### src/rtl/seg_xlate.sv
module seg_xlate #(
  parameter int AW = 16
) (
  input  logic          clk,
  input  logic          rst_n,
  input  logic          req_valid,
  input  logic          req_fetch,
  input  logic [AW-1:0] req_ea,
  input  logic          priv_sup,
  input  logic          wr_en,
  input  logic [1:0]    wr_sel,
  input  logic [AW-1:0] wr_data,
  output logic          xl_valid,
  output logic          xl_fault,
  output logic [AW:0]   xl_pa,
  output logic          priv_err
);
  localparam int PW = AW + 1;

  logic [AW-1:0] code_base, code_lim, data_base, data_lim;

  wire wr_ok = wr_en & priv_sup;
  wire wr_bad = wr_en & ~priv_sup;

  always_ff @(posedge clk) begin
    if (!rst_n) begin
      code_base <= '0;
      code_lim  <= '0;
      data_base <= '0;
      data_lim  <= '0;
    end else if (wr_ok) begin
      case (wr_sel)
        2'd0: code_base <= wr_data;
        2'd1: code_lim  <= wr_data;
        2'd2: data_base <= wr_data;
        default: data_lim <= wr_data;
      endcase
    end
  end

  wire [AW-1:0] seg_base = req_fetch ? code_base : data_base;
  wire [AW-1:0] seg_lim  = req_fetch ? code_lim  : data_lim;
  wire          in_seg   = req_ea < seg_lim;
  wire [PW-1:0] sum      = {1'b0, seg_base} + {1'b0, req_ea};

  always_ff @(posedge clk) begin
    if (!rst_n) begin
      xl_valid <= 1'b0;
      xl_fault <= 1'b0;
      xl_pa    <= '0;
      priv_err <= 1'b0;
    end else begin
      xl_valid <= req_valid & in_seg;
      xl_fault <= req_valid & ~in_seg;
      xl_pa    <= (req_valid & in_seg) ? sum : '0;
      priv_err <= wr_bad;
    end
  end

  AST_VALID_FAULT_EXCL: assert property (@(posedge clk) disable iff (!rst_n)
    !(xl_valid && xl_fault));
  AST_RESULT_NEEDS_REQ: assert property (@(posedge clk) disable iff (!rst_n)
    (xl_valid || xl_fault) |-> $past(req_valid));
  AST_PA_QUALIFIED: assert property (@(posedge clk) disable iff (!rst_n)
    !xl_valid |-> (xl_pa == '0));
  AST_USER_WRITE_DROPPED: assert property (@(posedge clk) disable iff (!rst_n)
    (wr_en && !priv_sup) |=> ($stable(code_base) && $stable(code_lim)
                              && $stable(data_base) && $stable(data_lim)));
  AST_PRIV_ERR_CAUSE: assert property (@(posedge clk) disable iff (!rst_n)
    priv_err |-> $past(wr_en && !priv_sup));
  AST_ZERO_LIMIT_FAULTS: assert property (@(posedge clk) disable iff (!rst_n)
    (req_valid && req_fetch && code_lim == '0) |=> xl_fault);
endmodule

### config.mk
export PLATFORM = sky130hd
export DESIGN_NAME = seg_xlate
export DESIGN_NICKNAME = d
export VERILOG_FILES = /design/src/rtl/seg_xlate.sv
export SDC_FILE = /design/constraint.sdc
export NUM_CORES = 1
export LEC_CHECK = 0
export ABC_AREA = 1
export BUFFER_PORTS_ARGS = -buffer_cell sky130_fd_sc_hd__buf_2
export CORE_MARGIN = 5
export CORE_UTILIZATION = 52
export CTS_CLUSTER_DIAMETER = 200
export CTS_CLUSTER_SIZE = 28
export DETAILED_ROUTE_END_ITERATION = 7
export GPL_TIMING_DRIVEN = 0
export PLACE_DENSITY = 0.75
export SETUP_SLACK_MARGIN = 0.15
export SLEW_MARGIN = 40
export SYNTH_ARGS = -nofsm -noshare
export SYNTH_HDL_FRONTEND = slang
export SYNTH_SLANG_ARGS = --single-unit
### constraint.sdc
create_clock -name clk -period 2.1 [get_ports clk]
set_input_delay 0.42 -clock clk [delete_from_list [all_inputs] [get_ports clk]]
set_output_delay 0.42 -clock clk [all_outputs]
set_load 0.05 [all_outputs]
==> impl_metrics.toml <==
[worst_hold_path]
hp-start = "priv_sup"
hold_end = "priv_err$_SDFF_PN0_"
hold_depth = 2
hold_path.class = "input pin to register"

[sta]
fin_setup_tns_ps = 0
hold_viol = 0
hold_slack_ps = 219
drv_slew = 0
setup_violations = 0
max_slew.worst_pin.slew_ps = 489
period_share_pct = 93.4
rsz0062_at_grt = "yes"
fin_worst_skew_ps = 9.87
fmax_mhz = 510
max_slew_margin_pct = 67.4
finalCriticalPeriod_ps = 1960

[clock_network]
path_clk_slew_ps = 90
cts-root-buf = "clkbuf_8"
cts_hold_buf = 0
clk_latency_ps = 360
clock-sinks = 84
cts_buffer_depth = 2
cts_buffers = 9
h-tree-depth = 3
cts_tree = "done"

[synth]
syn_area_per_cell_um2 = 7.35
netlist.area_leader.share_pct = 38.7
synthFlopType = "dfxtp_1"
synthTopCellsByArea = "dfxtp_1 (39%), nor2_1 (12%), nand2_1 (9.0%)"
yosysSeqAreaShare_pct = 38.7
yosysWarningCount = 0
synth_edf_count = 0
netlist_area_um2 = 4350
synthArstFlopShare_pct = 0
yosysTopAreaCell = "dfxtp_1"
ys_ff_latch = 84
synth_nets = 664
syn_inst = 592
synthDistinctLibCells = 31

[die]
rows = 33
die_height_um = 101
pin_count = 60
die_w_um = 101
initial_core_util_pct = 53.2
core_um2 = 8180
die_area_um2 = 10300

[setup_path]
endpoint_kind = "register"
reg2regPathDepth = 11
r2r_slack_ps = 190
start_kind = "input pin"
crit_type = "input pin to register"
crit_arrival_ps = 2260
required_ps = 2400
path_max_fanout = 9
worst_r2r_startpoint = "data_base[0]$_SDFFE_PN0P_"
r2r-end = "xl_pa[8]$_SDFF_PN0_"

[routing]
viasPerCell = 5.30
ant_nets = 0
wire_per_inst_um = 15.3
wl_um = 11900
drcViolationCount = 0
dr.pass1.iters = 5
vias = 4127
initialDrtViolationCount = 285

[placement]
numPortBuffers = 58
hpwlAfterDp_um = 8780
gp_congestion = 0.910
placedCellCount = 755

[layout]
finalNonFillerCells = 778
n_antenna_cell = 0
syn2layout_area_growth_pct = 22.1
fin_nets = 740
fin_util_pct = 65.0
drive_gt1_share_pct = 21.1

[grt]
grt_pass1_wl_um = 19000
grt_max_degree = 16
grt_pass1_vias = 3977
antenna_found_initial = 0
overflow = 0
grt_use_total_pct = 23.5

[power]
cellPowerDensity_nw_per_um2 = 677
power_w = 0.00360
p_leak_nw = 2.67
vdd_drop_max_v = 0.000432

[status]
status = "completed"

[run]
max_cap_violations = 0
## how the worst max path moves through the flow
stage | from | to | slack [ps] | cells after the start
floorplan | req_fetch | xl_pa[8]$_SDFF_PN0_ | -90 | 14
global placement | req_fetch | xl_pa[8]$_SDFF_PN0_ | -550 | 12
detailed placement | req_fetch | xl_pa[8]$_SDFF_PN0_ | -550 | 12
CTS | req_fetch | xl_pa[15]$_SDFF_PN0_ | 150 | 15
global route | req_fetch | xl_pa[8]$_SDFF_PN0_ | 60 | 14
finish | req_fetch | xl_pa[8]$_SDFF_PN0_ | 140 | 14
## per-layer routing
metal	GRT usage [%]	part of all wire, %	vias up
li1	-	-	2061
met1	30.6	44	1917
met2	39.8	48	131
met3	3.24	5.7	18
met4	8.59	1.8	0
met5	0	0	-
## metrics by stage
stage,setup slack (ps),cell area [um^2]
2_1_floorplan,-88.2,4410
3_3_place_gp,-551,4830
3_5_place_dp,-551,4830
4_1_cts,151,5190
5_1_grt,56.3,5310
6_report,138,5310
## kinds of logic (layout without fill, tap and decap cells)
group	Yosys count	after routing	share of synthesized area (%)
muxes	15	15	3.45
xor gates and xnor gates	8	8	1.61
DFF	84	84	38.7
AOI/OAI and AO/OA	101	101	11.9
buffers and inverters	64	145	6.13
adders and majority gates	32	32	9.38
and+or+nand+nor	288	288	28.8
## cell type report
class	instances	area (um^2)
plain buffers	21	178
clock buffers	9	124
clock inverters	7	98.8
fillers	732	2860
inverters	43	169
multi-input cells	444	2560
flip-flops and latches	84	1680
well taps	105	131
repair buffers	65	372
## timing repair
| item | 4_1_cts | 5_1_grt |
|---|---|---|
| resized for setup | 17 | 23 |
| setup buffers | 3 | 2 |
| pin swaps | 6 | 15 |
| endpoints found under the setup margin | 18 | 18 |
| cloned | 1 | 1 |
## flip-flops by register name, summed over array words and instances (netlist names)
name,flops
code_base,16
code_lim,16
data_base,16
data_lim,16
priv_err,1
xl_fault,1
xl_pa,17
xl_valid,1
## cell usage in the layout, fill, tap and decap left out, drive strengths merged
cell type  count
a211oi         1
a21boi         1
a21o           1
a21oi         24
a31oi          1
and2           1
buf           75
bufbuf         1
bufinv         2
clkbuf        19
clkinv         3
dfxtp         84
fa             1
ha            31
inv           45
mux2i         15
nand2        106
nand3         17
nand4          5
nor2         153
nor3           6
o21a           2
o21ai         71
xnor2          4
xor2           4
## power breakdown
group	switching, W	total [W]	leakage, nW	internal, W
clock	0.000631	0.00131	0.115	0.000681
combinational	0.000390	0.000612	1.87	0.000221
sequential	0.0000244	0.00167	0.683	0.00165
## worst max-delay path: stages
cell and delay (ps):
buf_12 110, inv_8 50, clkbuf_16 150, nand2_4 70, nand2_4 60, ha_4 170, fa_2 400, nand2_2 80
nand3_2 80, and2_4 160, a31oi_2 190, xnor2_1 130, inv_1 90, nor2_4 70
## cell usage after synthesis (all sizes together) (5+ instances only)
master  count
a21oi      24
nor2      153
buf        10
o21ai      71
dfxtp      84
inv        43
nand2     106
mux2i      15
nand4       5
nand3      17
clkbuf     11
ha         31
nor3        6
No activity file was read; power rests on OpenSTA's default activity.
